**src/rtl/stereo_route_pkg.sv**
```systemverilog
package stereo_route_pkg;
  typedef enum logic [1:0] {
    RT_STEREO = 2'd0,
    RT_SWAP   = 2'd1,
    RT_SUM    = 2'd2,
    RT_AVG    = 2'd3
  } route_mode_e;

  localparam int unsigned N_CH = 2;
  localparam int unsigned CH_L = 1;
  localparam int unsigned CH_R = 0;
endpackage

```
**src/rtl/mono_combine.sv**
```systemverilog
module mono_combine #(
  parameter int unsigned DATA_W = 16
) (
  input  logic signed [DATA_W-1:0] a_i,
  input  logic signed [DATA_W-1:0] b_i,
  output logic signed [DATA_W-1:0] sum_sat_o,
  output logic signed [DATA_W-1:0] avg_o
);
  localparam int unsigned WIDE_W = DATA_W + 1;
  localparam logic signed [DATA_W-1:0] MAX_V = {1'b0, {(DATA_W-1){1'b1}}};
  localparam logic signed [DATA_W-1:0] MIN_V = {1'b1, {(DATA_W-1){1'b0}}};

  logic signed [WIDE_W-1:0] wide_sum;

  always_comb begin
    wide_sum = WIDE_W'(a_i) + WIDE_W'(b_i);
    // top two bits disagree -> result left the narrow range
    if (wide_sum[WIDE_W-1] != wide_sum[WIDE_W-2])
      sum_sat_o = wide_sum[WIDE_W-1] ? MIN_V : MAX_V;
    else
      sum_sat_o = wide_sum[DATA_W-1:0];
    avg_o = wide_sum[WIDE_W-1:1];
  end
endmodule

```
**src/rtl/route_lane.sv**
```systemverilog
module route_lane
  import stereo_route_pkg::*;
#(
  parameter int unsigned DATA_W = 16
) (
  input  route_mode_e              mode_i,
  input  logic                     en_i,
  input  logic signed [DATA_W-1:0] own_i,
  input  logic signed [DATA_W-1:0] other_i,
  input  logic signed [DATA_W-1:0] sum_sat_i,
  input  logic signed [DATA_W-1:0] avg_i,
  output logic signed [DATA_W-1:0] lane_o
);
  logic signed [DATA_W-1:0] pick;

  always_comb begin
    unique case (mode_i)
      RT_STEREO: pick = own_i;
      RT_SWAP:   pick = other_i;
      RT_SUM:    pick = sum_sat_i;
      RT_AVG:    pick = avg_i;
      default:   pick = own_i;
    endcase
    lane_o = en_i ? pick : '0;
  end
endmodule

```
**src/rtl/stereo_route_mux.sv**
```systemverilog
module stereo_route_mux
  import stereo_route_pkg::*;
#(
  parameter int unsigned DATA_W = 16
) (
  input  logic              clk_i,
  input  logic              rst_ni,
  input  logic [1:0]        route_en_i,
  input  logic [3:0]        route_mode_i,
  input  logic              in_valid_i,
  input  logic [DATA_W-1:0] in_left_i,
  input  logic [DATA_W-1:0] in_right_i,
  output logic              out_valid_o,
  output logic [DATA_W-1:0] out_left_o,
  output logic [DATA_W-1:0] out_right_o
);
  logic signed [DATA_W-1:0] ch_in  [N_CH];
  logic signed [DATA_W-1:0] ch_sel [N_CH];
  logic signed [DATA_W-1:0] ch_q   [N_CH];
  logic signed [DATA_W-1:0] sum_sat, avg;

  assign ch_in[CH_L] = in_left_i;
  assign ch_in[CH_R] = in_right_i;

  mono_combine #(.DATA_W(DATA_W)) u_mono (
    .a_i      (ch_in[CH_L]),
    .b_i      (ch_in[CH_R]),
    .sum_sat_o(sum_sat),
    .avg_o    (avg)
  );

  for (genvar g = 0; g < N_CH; g++) begin : g_lane
    route_lane #(.DATA_W(DATA_W)) u_lane (
      .mode_i   (route_mode_e'(route_mode_i[2*g+1 -: 2])),
      .en_i     (route_en_i[g]),
      .own_i    (ch_in[g]),
      .other_i  (ch_in[N_CH-1-g]),
      .sum_sat_i(sum_sat),
      .avg_i    (avg),
      .lane_o   (ch_sel[g])
    );

    // controls and samples captured on the same strobe edge
    always_ff @(posedge clk_i or negedge rst_ni) begin
      if (!rst_ni)         ch_q[g] <= '0;
      else if (in_valid_i) ch_q[g] <= ch_sel[g];
    end
  end

  always_ff @(posedge clk_i or negedge rst_ni) begin
    if (!rst_ni) out_valid_o <= 1'b0;
    else         out_valid_o <= in_valid_i;
  end

  assign out_left_o  = ch_q[CH_L];
  assign out_right_o = ch_q[CH_R];
endmodule

```
**config.mk**
```make
export PLATFORM = sky130hd
export DESIGN_NAME = stereo_route_mux
export DESIGN_NICKNAME = d
export VERILOG_FILES = /design/src/rtl/stereo_route_pkg.sv /design/src/rtl/mono_combine.sv /design/src/rtl/route_lane.sv /design/src/rtl/stereo_route_mux.sv
export SDC_FILE = /design/constraint.sdc
export NUM_CORES = 1
export LEC_CHECK = 0
export ABC_CLOCK_PERIOD_IN_PS = 1000
export BUFFER_PORTS_ARGS = -buffer_cell sky130_fd_sc_hd__buf_2
export CORE_MARGIN = 10
export CORE_UTILIZATION = 55
export DETAILED_ROUTE_END_ITERATION = 10
export HOLD_SLACK_MARGIN = 0.05
export PLACE_DENSITY = 0.81
export SLEW_MARGIN = 20
export SYNTH_ARGS = -nofsm -noshare
export SYNTH_HDL_FRONTEND = slang
export SYNTH_SLANG_ARGS = --single-unit
```
**constraint.sdc**
```tcl
create_clock -name clk_i -period 1 [get_ports clk_i]
set_input_delay 0.05 -clock clk_i [delete_from_list [all_inputs] [get_ports clk_i]]
set_output_delay 0.05 -clock clk_i [all_outputs]
set_load 0.05 [all_outputs]
```
==> results_tabular.tex, run 1 <==
\begin{tabular}{lr}
\hline
Metric & Value \\
\hline
\multicolumn{2}{l}{\textbf{Status}} \\
\quad Status & complete, but fails checks \\
\quad Failing checks & design-rule violations, negative setup slack \\
\multicolumn{2}{l}{\textbf{Drt}} \\
\quad Number of iterations in the first detailed-routing pass & 11 \\
\quad DRC viols & 1 \\
\quad Wirelength, routed & 20500 um \\
\quad Detail Route Antenna Nets & 0 \\
\quad Number of vias per cell & 7.81 \\
\quad Initial detailed-routing violation count & 916 \\
\quad Average routed wire per standard cell & 32.5 um \\
\quad Count of vias placed by the detailed router & 4931 \\
\multicolumn{2}{l}{\textbf{STA}} \\
\quad PnR worst setup slack & -2.10 ns \\
\quad Relative max-transition margin & 53.5\% \\
\quad Layout Skew & 0 ns \\
\quad Max Freq & 323 MHz \\
\quad Final number of hold-violating endpoints & 0 \\
\quad Worst-Margin Slew & 0.689 ns \\
\quad RSZ-0062 raised after global routing & yes \\
\quad Post-layout minimum cycle time & 3.10 ns \\
\quad Setup violations, final & 57 \\
\quad Max Slew Vio Count & 0 \\
\quad Period utilisation layout & 310\% \\
\quad Total negative slack for setup checks & -61.75 ns \\
\multicolumn{2}{l}{\textbf{Setup path}} \\
\quad Kind of start point of the critical path & input port \\
\quad Data required, critical path & 1.22 ns \\
\quad Crit path max fanout & 5 \\
\quad Number of cells on the worst reg-to-reg path & 4 \\
\quad Register-to-Register Setup Slack & -0.17 ns \\
\quad Critical Path AT & 3.31 ns \\
\quad Type of the worst setup path & in2reg \\
\quad Crit end category & flop \\
\multicolumn{2}{l}{\textbf{Power and ir drop}} \\
\quad Proportion of total power due to net switching & 48.9\% \\
\quad Static leakage power & 2.49 nW \\
\quad Relative contribution of the clock network to total power & 14.8\% \\
\quad Seq pwr share & 21.1\% \\
\quad Power dissipated by switching net loads & 3.82 mW \\
\quad Power density over the cells & 1480 mW/mm2 \\
\quad Peak ir drop on the vdd network & 1.19 mV \\
\quad Relative contribution of combinational cells to total power & 64.1\% \\
\quad Power Internal & 3.99 mW \\
\multicolumn{2}{l}{\textbf{Finish}} \\
\quad Layout cells sized above 1 & 56.7\% \\
\quad Area used by sequential logic in the layout & 826 um2 \\
\quad Most common cell after layout, fill and taps aside & buf\_4 \\
\quad Layout-stage area growth over the synthesis result & 66.9\% \\
\quad Count of filler cells inserted in the layout & 146 \\
\quad Final instance area & 0.00528 mm2 \\
\quad Most frequent cells in the layout & 124 x buf\_4, 52 x buf\_2, 33 x dfrtp\_1, 25 x nor2\_1, 20 x a21oi\_1 \\
\quad Final antenna diode count & 0 \\
\quad NumNets Final & 618 \\
\quad Final Instance Count excl. Fillers & 631 \\
\quad Area used by multi-input combinational logic & 0.00258 mm2 \\
\multicolumn{2}{l}{\textbf{Synthesis}} \\
\quad Number of library cell types mapped by synthesis & 69 \\
\quad Syn Std Cell Area & 0.00317 mm2 \\
\quad Area leader, netlist & dfrtp\_1 \\
\quad Mean post-synth cell area & 8.82 um2 \\
\quad Ys flop type & dfrtp\_1 \\
\quad Number of enable-type register cells in the synthesized netlist & 0 \\
\quad Sequential element share of the synthesized area & 26.1\% \\
\quad Main area contributors after synthesis & dfrtp\_1 26\%, ha\_1 7.1\%, mux2i\_1 5.4\%, nor2\_1 4.2\%, a21oi\_1 4.1\% \\
\quad Area share of the largest cell type after synthesis & 26.1\% \\
\quad Syn. warnings & 0 \\
\quad Async set-or-reset flop fraction in the synthesized netlist & 100\% \\
\quad Synthesis-stage register bit count & 33 \\
\quad Gate count of the mapped netlist & 359 \\
\quad Post-synth net total & 419 \\
\multicolumn{2}{l}{\textbf{Placed design}} \\
\quad Global placement routability congestion & 0.969 \\
\quad Inst Count DP & 608 \\
\quad Port Buffers & 73 \\
\quad Pre-CTS setup slack & -2.20 ns \\
\quad Post-DP Area & 0.00468 mm2 \\
\quad Post-DP HPWL & 10600 um \\
\multicolumn{2}{l}{\textbf{Global route}} \\
\quad Vias in the first global route & 4424 \\
\quad Number of antenna violations at the first check in global routing & 0 \\
\quad Pin count of the biggest net entering global routing & 34 \\
\quad Global-route wire length before repair & 23800 um \\
\quad Global route total overflow & 0 \\
\quad Total track usage & 33.4\% \\
\multicolumn{2}{l}{\textbf{Clock tree}} \\
\quad CTS Root Buffer Type & clkbuf\_8 \\
\quad CTS sink count & 33 \\
\quad Clock H-tree levels & 2 \\
\quad Number of buffers inserted during clock tree synthesis & 5 \\
\quad Clock transition at the register clock pins on the worst setup and hold paths after CTS & 0.08 ns \\
\quad Clock latency at the later pin of the worst-skew pair & 0.33 ns \\
\quad TritonCTS clock tree & done \\
\quad Longest Clk Path Bufs & 2 \\
\multicolumn{2}{l}{\textbf{Die}} \\
\quad Core box area & 0.00554 mm2 \\
\quad Die height & 95.9 um \\
\quad Top-level port count & 74 \\
\quad DIE AREA & 0.00919 mm2 \\
\quad Die span in x & 95.9 um \\
\quad Num rows & 27 \\
\quad Starting Density & 57.1\% \\
\multicolumn{2}{l}{\textbf{Flow run}} \\
\quad Max-cap viol count & 0 \\
\multicolumn{2}{l}{\textbf{Min path}} \\
\quad Hold path cells & 3 \\
\quad Class of the worst hold path & in2reg \\
\hline
\end{tabular}
==> layout make-up <==
type                    instances  share of cell area [%]
multi-input cells             283                    48.8
repair buffers                212                    30.5
flip-flops and latches         33                    15.6
inverters                      23                    1.78
well taps                      72                    1.71
clock buffers                   5                    1.30
clock inverters                 3                   0.332
==> metal layers <==
layer	global-route usage [%]	up-vias	wire length (um)
met4	21.9	0	2500
met1	37.0	2201	6330
met3	8.17	312	3290
met2	55.9	664	8370
met5	0	-	0
li1	-	1754	-
==> sequential cells by signal, indices dropped and copies added, names as in the netlist <==
signal	flops
out_left_o	16
out_right_o	16
out_valid_o	1
==> power groups by stage <==
stage	clock (mW)	combinational (mW)	sequential, mW
after floorplan	0	1.61	2.23
after global placement	0	3.66	1.61
after detailed placement	0	3.76	1.63
after CTS	1.04	4.05	1.60
after global routing	1.20	5.08	1.65
final	1.16	5.00	1.65
==> cell usage after synthesis, types with 8 or more instances <==
cell      instances
mux2_2           11
a21oi_1          26
ha_1             18
o22ai_1           9
nor2_1           35
mux2i_1          17
o21ai_0          17
o32ai_1           8
dfrtp_1          33
nand2_1          19
clkbuf_1         16
and2_1            8
inv_1            20
==> worst max-delay path, cell delays in order <==
cell       delay, ns
buf_2           0.12
ha_1            0.37
o21ai_2         0.09
a221oi_2        0.37
a221oi_4        0.12
a211oi_2        0.37
buf_4           0.19
o31ai_4         0.08
and2_4          0.19
ha_4            0.27
inv_6           0.08
a211oi_4        0.06
buf_4           0.17
mux4_2          0.56
a21oi_2         0.15
o2bb2ai_1       0.07
==> stage by stage <==
| stage | power (mW) | util [%] | hold WS, ns |
|---|---|---|---|
| 6_report | 7.80 | 95.3 | 0.107 |
| 5_1_grt | 7.93 | 95.3 | 0.144 |
| 4_1_cts | 6.69 | 90.2 | 0.114 |
| 3_5_place_dp | 5.39 | 84.4 | 0.0357 |
| 3_3_place_gp | 5.28 | 84.4 | 0.0228 |
| 2_1_floorplan | 3.84 | - | -0.246 |
==> final timing paths <==
path                                        startpoint                          end
setup / recovery                         in_right_i[5]   out_right_o[7]$_DFFE_PN0P_
hold / removal                           route_en_i[1]   out_left_o[12]$_DFFE_PN0P_
setup reg to reg           out_right_o[14]$_DFFE_PN0P_  out_right_o[14]$_DFFE_PN0P_
hold reg to reg              out_left_o[9]$_DFFE_PN0P_    out_left_o[9]$_DFFE_PN0P_
max in group asynchronous                       rst_ni    out_left_o[4]$_DFFE_PN0P_
min in group asynchronous                       rst_ni  out_right_o[11]$_DFFE_PN0P_
==> timing repair <==
action,in CTS,in global routing
endpoints found under the hold margin,33,0
buffers inserted,9,8
pin swaps,24,18
gates resized for setup,40,53
hold buffers,1,0
endpoints found under the setup margin,32,48
==> cells by family (layout without fill, tap and decap cells) <==
| kind of cell | count (synthesis) | count (layout) | share of synthesized area (%) |
|---|---|---|---|
| adders and majority gates | 19 | 19 | 7.75 |
| muxes | 29 | 29 | 10.0 |
| and+or+nand+nor | 91 | 91 | 13.7 |
| AOI/OAI and AO/OA | 133 | 133 | 34.0 |
| buffers and inverters | 43 | 243 | 5.26 |
| DFF | 33 | 33 | 26.1 |
| xor gates and xnor gates | 11 | 11 | 3.28 |
No activity file was read; power rests on OpenSTA's default activity.
==> inputs of run 2 (changes only) <==
- CORE_UTILIZATION: 55 -> 45
- PLACE_DENSITY: 0.81 -> 0.69
==> results_tabular.tex, run 2 (synthesized netlist as in run 1, its figures left out) <==
\begin{tabular}{lr}
\hline
Metric & Value \\
\hline
\multicolumn{2}{l}{\textbf{Status}} \\
\quad Status & complete, but fails checks \\
\quad Failing checks & negative setup slack \\
\multicolumn{2}{l}{\textbf{Power and ir drop}} \\
\quad Peak ir drop on the vdd network & 1.26 mV (+5.9\%) \\
\quad Power density over the cells & 1340 mW/mm2 (-9.2\%) \\
\quad Power, Total & 6.93 mW (-11\%) \\
\quad Static leakage power & 2.45 nW (-1.3\%) \\
\multicolumn{2}{l}{\textbf{STA}} \\
\quad Worst hold slack & 0.170 ns (+0.0626 ns) \\
\quad Max Slew Vio Count & 0 (unchanged) \\
\quad Relative max-transition margin & 64.3\% (+11 points) \\
\quad Setup violations, final & 32 (-44\%) \\
\quad RSZ-0062 raised after global routing & yes \\
\quad PnR worst setup slack & -1.81 ns (+0.292 ns) \\
\quad Post-layout minimum cycle time & 2.81 ns (-0.292 ns) \\
\quad Worst-Margin Slew & 0.534 ns (-0.155 ns) \\
\quad Layout Skew & 0 ns (unchanged) \\
\quad Total negative slack for setup checks & -54.43 ns (+7.33 ns) \\
\quad Max Freq & 356 MHz (+10\%) \\
\quad Final number of hold-violating endpoints & 0 (unchanged) \\
\quad Period utilisation layout & 281\% (-29 points) \\
\multicolumn{2}{l}{\textbf{Finish}} \\
\quad Layout-stage area growth over the synthesis result & 63.1\% \\
\quad Layout cells sized above 1 & 54.1\% (-2.6 points) \\
\quad Count of filler cells inserted in the layout & 503 (+240\%) \\
\quad NumNets Final & 617 (-0.16\%) \\
\quad Most common cell after layout, fill and taps aside & buf\_4 \\
\quad Final antenna diode count & 0 (unchanged) \\
\quad Most frequent cells in the layout & 125 x buf\_4, 54 x buf\_2, 33 x dfrtp\_1, 27 x nor2\_1, 23 x a21oi\_1 \\
\quad Final instance area & 0.00516 mm2 (-2.3\%) \\
\multicolumn{2}{l}{\textbf{Global route}} \\
\quad Number of antenna violations at the first check in global routing & 0 (unchanged) \\
\quad Total track usage & 22.3\% (-11 points) \\
\quad Vias in the first global route & 3916 (-11\%) \\
\quad Pin count of the biggest net entering global routing & 34 (unchanged) \\
\quad Global route total overflow & 0 (unchanged) \\
\quad Global-route wire length before repair & 20000 um (-16\%) \\
\multicolumn{2}{l}{\textbf{Die}} \\
\quad Core box area & 0.00683 mm2 (+23\%) \\
\quad Die height & 104 um (+8.4\%) \\
\quad Starting Density & 46.3\% (-11 points) \\
\quad DIE AREA & 0.0108 mm2 (+17\%) \\
\quad Die span in x & 104 um (+8.4\%) \\
\quad Top-level port count & 74 (unchanged) \\
\quad Num rows & 30 (+11\%) \\
\multicolumn{2}{l}{\textbf{Drt}} \\
\quad Initial detailed-routing violation count & 321 (-65\%) \\
\quad Number of iterations in the first detailed-routing pass & 5 (-6) \\
\quad Wirelength, routed & 12900 um (-37\%) \\
\quad Count of vias placed by the detailed router & 3842 (-22\%) \\
\quad Average routed wire per standard cell & 19.7 um (-39\%) \\
\quad Detail Route Antenna Nets & 0 (unchanged) \\
\quad DRC viols & 0 (-1) \\
\quad Number of vias per cell & 5.87 (-25\%) \\
\multicolumn{2}{l}{\textbf{Setup path}} \\
\quad Data required, critical path & 1.18 ns (-0.04 ns) \\
\quad Number of cells on the worst reg-to-reg path & 4 (unchanged) \\
\quad Worst R2R Start & out\_right\_o[14]\$\_DFFE\_PN0P\_ \\
\quad Crit end category & flop \\
\quad Register-to-Register Setup Slack & -0.05 ns (+0.12 ns) \\
\quad Capturing point of the worst reg2reg path & out\_right\_o[14]\$\_DFFE\_PN0P\_ \\
\quad Critical Path AT & 2.99 ns (-0.32 ns) \\
\quad Crit path max fanout & 5 (unchanged) \\
\quad Kind of start point of the critical path & input port \\
\quad Type of the worst setup path & in2reg \\
\multicolumn{2}{l}{\textbf{Placed design}} \\
\quad Post-DP Area & 0.00465 mm2 (-0.64\%) \\
\quad Global placement routability congestion & 0.960 (-0.86\%) \\
\quad Post-DP HPWL & 9710 um (-8.5\%) \\
\quad Port Buffers & 73 (unchanged) \\
\multicolumn{2}{l}{\textbf{Clock tree}} \\
\quad CTS Root Buffer Type & clkbuf\_8 \\
\quad Clock H-tree levels & 2 (unchanged) \\
\quad Clock transition at the register clock pins on the worst setup and hold paths after CTS & 0.08 ns (about the same) \\
\quad Clock latency at the later pin of the worst-skew pair & 0.29 ns (-0.04 ns) \\
\quad Number of buffers inserted during clock tree synthesis & 5 (unchanged) \\
\quad CTS sink count & 33 (unchanged) \\
\quad TritonCTS clock tree & done \\
\quad Longest Clk Path Bufs & 2 (unchanged) \\
\multicolumn{2}{l}{\textbf{Min path}} \\
\quad Worst Hold Path EP & out\_left\_o[12]\$\_DFFE\_PN0P\_ \\
\quad Min-delay src & in\_left\_i[12] \\
\quad Class of the worst hold path & in2reg \\
\quad Hold path cells & 5 (+2) \\
\multicolumn{2}{l}{\textbf{Flow run}} \\
\quad Max-cap viol count & 0 (unchanged) \\
\hline
\end{tabular}
==> run 2: repair_timing <==
| item | in CTS | in global routing |
|---|---|---|
| endpoints found under the hold margin | 34 | 0 |
| endpoints found under the setup margin | 34 | 44 |
| pin swaps | 20 | 15 |
| gates resized for setup | 30 | 43 |
| buffers inserted | 10 | 6 |
| hold buffers | 2 | 0 |
==> run 2: layer usage <==
layer | part of all wire [%] | global-route usage [%] | up-vias
met5 | 0 | 0 | -
met4 | 3.0 | 7.36 | 0
met3 | 7.7 | 4.58 | 33
met2 | 49 | 38.1 | 217
met1 | 40 | 27.1 | 1849
li1 | - | - | 1743
==> run 2: area by class of cell <==
class | instances | area [um2] | share of cell area [%]
multi-input cells | 283 | 2470 | 47.9
inverters | 23 | 91.3 | 1.77
clock buffers | 5 | 68.8 | 1.33
flip-flops and latches | 33 | 826 | 16.0
repair buffers | 211 | 1570 | 30.3
well taps | 96 | 120 | 2.33
clock inverters | 3 | 17.5 | 0.339
==> run 2: worst max-delay path, stage by stage <==
cell      delay, ns
buf_8          0.10
ha_4           0.24
a211oi_4       0.23
o211ai_2       0.15
a221oi_4       0.30
a211oi_2       0.13
or4_4          0.44
and2_4         0.17
ha_4           0.27
inv_4          0.05
a211oi_4       0.26
buf_6          0.18
nor2_4         0.04
o21a_1         0.10
o31ai_1        0.26
==> run 2: report_power, final <==
group / switching [mW] / total, mW / internal [mW] / leakage (nW)
sequential: 0.101 / 1.61 / 1.51 / 0.426
combinational: 2.38 / 4.24 / 1.86 / 1.98
clock: 0.593 / 1.08 / 0.482 / 0.0439
total: 3.08 / 6.93 / 3.85 / 2.45
==> run 2: per-stage QoR <==
step	setup slack, ns	cells	utilization (%)
final	-1.81	654	75.6
after global routing	-1.93	654	75.6
after CTS	-1.67	649	72.7
after detailed placement	-2.21	629	68.0
after global placement	-2.12	629	68.0
after floorplan	-1.97	359	-
==> run 2: worst max path at each step <==
stage	slack, ns	end	start	cells past startpoint
4_1_cts	-1.67	out_left_o[11]$_DFFE_PN0P_	in_right_i[1]	15
3_5_place_dp	-2.21	out_right_o[3]$_DFFE_PN0P_	in_left_i[1]	15
2_1_floorplan	-1.97	out_left_o[1]$_DFFE_PN0P_	in_left_i[1]	14
3_3_place_gp	-2.12	out_left_o[6]$_DFFE_PN0P_	in_left_i[1]	15
5_1_grt	-1.93	out_left_o[12]$_DFFE_PN0P_	in_right_i[1]	15
6_report	-1.81	out_left_o[12]$_DFFE_PN0P_	in_right_i[1]	15
==> inputs of run 3 (changes only) <==
--- a/config.mk
+++ b/config.mk
@@ -13,3 +13,3 @@
 export HOLD_SLACK_MARGIN = 0.05
-export PLACE_DENSITY = 0.69
+export PLACE_DENSITY = 0.68
 export SLEW_MARGIN = 20
@@ -17,2 +17,3 @@
 export SYNTH_HDL_FRONTEND = slang
+export SYNTH_HIERARCHICAL = 1
 export SYNTH_SLANG_ARGS = --single-unit
==> constraint.sdc (replaced) <==
create_clock -name clk_i -period 1 [get_ports clk_i]
set_input_delay 0 -clock clk_i [delete_from_list [all_inputs] [get_ports clk_i]]
set_output_delay 0 -clock clk_i [all_outputs]
set_load 0.05 [all_outputs]
==> results_tabular.tex, run 3 <==
\begin{tabular}{lr}
\hline
Metric & Value \\
\hline
\multicolumn{2}{l}{\textbf{Status}} \\
\quad Status & complete, but fails checks \\
\quad Failing checks & negative setup slack \\
\multicolumn{2}{l}{\textbf{Global route}} \\
\quad Pin count of the biggest net entering global routing & 34 (unchanged) \\
\quad Vias in the first global route & 3294 (-16\%) \\
\quad Total track usage & 17.9\% (-4.4 points) \\
\quad Global-route wire length before repair & 17000 um (-15\%) \\
\quad Global route total overflow & 0 (unchanged) \\
\quad Number of antenna violations at the first check in global routing & 0 (unchanged) \\
\multicolumn{2}{l}{\textbf{STA}} \\
\quad Setup violations, final & 32 (unchanged) \\
\quad Max Slew Vio Count & 0 (unchanged) \\
\quad Layout Skew & 0 ns (unchanged) \\
\quad RSZ-0062 raised after global routing & yes \\
\quad Period utilisation layout & 226\% (-55 points) \\
\quad PnR worst setup slack & -1.26 ns (+0.548 ns) \\
\quad Final number of hold-violating endpoints & 0 (unchanged) \\
\quad Max Freq & 443 MHz (+24\%) \\
\quad Worst-Margin Slew & 0.437 ns (-0.0966 ns) \\
\quad Relative max-transition margin & 70.5\% (+6.3 points) \\
\quad Post-layout minimum cycle time & 2.26 ns (-0.548 ns) \\
\multicolumn{2}{l}{\textbf{Finish}} \\
\quad Count of filler cells inserted in the layout & 573 (+14\%) \\
\quad Layout-stage area growth over the synthesis result & 44.2\% \\
\quad Area used by multi-input combinational logic & 0.00259 mm2 (+4.5\%) \\
\quad Utilization after layout & 67.2\% (-8.4 points) \\
\quad Final antenna diode count & 0 (unchanged) \\
\quad Most common cell after layout, fill and taps aside & buf\_4 \\
\quad Layout cells sized above 1 & 58.6\% (+4.5 points) \\
\quad NumNets Final & 521 (-16\%) \\
\quad Final instance area & 0.00492 mm2 (-4.7\%) \\
\quad Most frequent cells in the layout & 85 x buf\_4, 68 x buf\_2, 64 x mux2i\_1, 33 x dfrtp\_1, 32 x mux2\_4 \\
\quad Area used by sequential logic in the layout & 826 um2 (unchanged) \\
\multicolumn{2}{l}{\textbf{Synthesis}} \\
\quad Async set-or-reset flop fraction in the synthesized netlist & 100\% (unchanged) \\
\quad Post-synth net total & 361 (-14\%) \\
\quad Area leader, netlist & dfrtp\_1 \\
\quad Synthesis-stage register bit count & 33 (unchanged) \\
\quad Number of enable-type register cells in the synthesized netlist & 0 (unchanged) \\
\quad Sequential element share of the synthesized area & 24.2\% (-1.9 points) \\
\quad Cell with the most instances after synthesis & mux2i\_1 \\
\quad Syn Std Cell Area & 0.00341 mm2 (+7.9\%) \\
\quad Number of library cell types mapped by synthesis & 46 (-33\%) \\
\quad Main area contributors after synthesis & dfrtp\_1 24\%, mux2i\_1 19\%, mux2\_4 13\%, ha\_1 5.9\%, o22ai\_1 5.9\% \\
\quad Post-synth top cells & 64 x mux2i\_1, 33 x dfrtp\_1, 32 x o22ai\_1 \\
\quad Ys flop type & dfrtp\_1 \\
\quad Gate count of the mapped netlist & 303 (-16\%) \\
\quad Syn. warnings & 6 (+6) \\
\quad Mean post-synth cell area & 11.3 um2 (+28\%) \\
\quad Area share of the largest cell type after synthesis & 24.2\% (-1.9 points) \\
\multicolumn{2}{l}{\textbf{Power and ir drop}} \\
\quad Static leakage power & 2.46 nW (+0.23\%) \\
\quad Peak ir drop on the vdd network & 0.609 mV (-52\%) \\
\quad Power density over the cells & 1350 mW/mm2 (+0.52\%) \\
\multicolumn{2}{l}{\textbf{Setup path}} \\
\quad Crit end category & flop \\
\quad Type of the worst setup path & in2reg \\
\quad Crit path max fanout & 8 (+3) \\
\quad Register-to-Register Setup Slack & 0.21 ns (+0.26 ns) \\
\quad Data required, critical path & 1.17 ns (about the same) \\
\quad Kind of start point of the critical path & input port \\
\quad Critical Path AT & 2.43 ns (-0.56 ns) \\
\multicolumn{2}{l}{\textbf{Drt}} \\
\quad Wirelength, routed & 10700 um (-17\%) \\
\quad Count of vias placed by the detailed router & 3110 (-19\%) \\
\quad Initial detailed-routing violation count & 314 (-2.2\%) \\
\quad Average routed wire per standard cell & 19.0 um (-3.7\%) \\
\quad Number of vias per cell & 5.52 (-6.0\%) \\
\quad Detail Route Antenna Nets & 0 (unchanged) \\
\quad DRC viols & 0 (unchanged) \\
\quad Number of iterations in the first detailed-routing pass & 4 (-1) \\
\multicolumn{2}{l}{\textbf{Die}} \\
\quad Die height & 107 um (+3.1\%) \\
\quad Die span in x & 107 um (+3.1\%) \\
\quad Core box area & 0.00733 mm2 (+7.3\%) \\
\quad Starting Density & 46.6\% (+0.24 points) \\
\quad Top-level port count & 74 (unchanged) \\
\quad Num rows & 31 (+3.3\%) \\
\quad DIE AREA & 0.0115 mm2 (+6.3\%) \\
\multicolumn{2}{l}{\textbf{Clock tree}} \\
\quad Clock H-tree levels & 2 (unchanged) \\
\quad TritonCTS clock tree & done \\
\quad CTS sink count & 33 (unchanged) \\
\quad Clock latency at the later pin of the worst-skew pair & 0.28 ns (about the same) \\
\quad Clock transition at the register clock pins on the worst setup and hold paths after CTS & 0.06 ns (-0.02 ns) \\
\quad CTS Root Buffer Type & clkbuf\_8 \\
\quad Number of buffers inserted during clock tree synthesis & 5 (unchanged) \\
\quad Longest Clk Path Bufs & 2 (unchanged) \\
\multicolumn{2}{l}{\textbf{Placed design}} \\
\quad Global placement routability congestion & 0.816 (-15\%) \\
\quad Port Buffers & 73 (unchanged) \\
\quad Post-DP Area & 0.00444 mm2 (-4.5\%) \\
\quad Post-DP HPWL & 7730 um (-20\%) \\
\multicolumn{2}{l}{\textbf{Min path}} \\
\quad Class of the worst hold path & in2reg \\
\multicolumn{2}{l}{\textbf{Flow run}} \\
\quad Max-cap viol count & 0 (unchanged) \\
\hline
\end{tabular}
[run 3: worst paths after layout]
check                                                 start                           to  depth (start not counted)
worst max-delay path                           in_left_i[0]    out_left_o[7]$_DFFE_PN0P_                         12
worst min-delay path                             in_valid_i   out_left_o[15]$_DFFE_PN0P_                          2
worst max register to register   out_right_o[4]$_DFFE_PN0P_   out_right_o[4]$_DFFE_PN0P_                          1
worst min register to register  out_right_o[11]$_DFFE_PN0P_  out_right_o[11]$_DFFE_PN0P_                          1
max in group asynchronous                            rst_ni  out_right_o[14]$_DFFE_PN0P_                          3
min in group asynchronous                            rst_ni    out_left_o[1]$_DFFE_PN0P_                          3
[run 3: cell families (layout without fill, tap and decap cells)]
family / Yosys count / after routing / share of synthesized area (%)
AND/OR/NAND/NOR: 40 / 40 / 5.86
multiplexers: 96 / 96 / 32.6
XOR/XNOR: 13 / 14 / 3.88
flip-flops: 33 / 33 / 24.2
adder cells (fa/ha/maj): 31 / 31 / 11.0
AO/OA/AOI/OAI: 61 / 63 / 12.6
buffers and inverters: 29 / 187 / 9.86
[run 3: stage by stage]
step | std cells | power [mW] | setup slack, ns | TNS, ns | hold slack, ns
floorplan | 303 | 4.21 | -1.40 | -42.05 | -0.296
global placement | 537 | 5.20 | -1.58 | -49.23 | 0.0406
detailed placement | 537 | 5.30 | -1.68 | -50.96 | 0.0383
CTS | 558 | 6.53 | -1.20 | -36.37 | 0.0644
global route | 563 | 6.97 | -1.36 | -41.00 | 0.0819
finish | 563 | 6.64 | -1.26 | -38.79 | 0.0711
[run 3: final cells by class]
cell class / count / area share (%)
multi-input cells: 244 / 52.5
well taps: 99 / 2.52
clock buffers: 6 / 1.47
flip-flops and latches: 33 / 16.8
inverters: 6 / 0.457
clock inverters: 2 / 0.203
repair buffers: 173 / 26.0
[run 3: per-layer routing]
metal,vias to the layer above,GRT usage [%],wire length [um]
met1,1516,22.6,4650
li1,1472,-,-
met5,-,0,0
met4,0,4.74,162
met2,108,30.3,5210
met3,14,3.47,677
[run 3: repair_timing]
item / in CTS / in global routing
cloned: 3 / 0
hold buffers: 2 / 0
endpoints found under the setup margin: 32 / 32
pin swaps: 34 / 17
setup buffers: 9 / 5
gates resized for setup: 41 / 10
endpoints found under the hold margin: 34 / 0
[run 3: worst max-delay path: stages]
cell and delay [ns]:
buf_8 0.10, ha_4 0.16, fa_2 0.40, a21oi_4 0.17
o221ai_2 0.14, nand4_2 0.12, o21ai_4 0.09, a32o_2 0.37
maj3_2 0.35, mux2i_1 0.15, o22ai_1 0.11, mux2_4 0.26
[run 3: report_power, final]
| group | switching, mW | internal (mW) |
|---|---|---|
| Clock | 0.456 | 0.481 |
| Combinational | 2.21 | 1.82 |
| Sequential | 0.127 | 1.54 |
| Total | 2.79 | 3.84 |
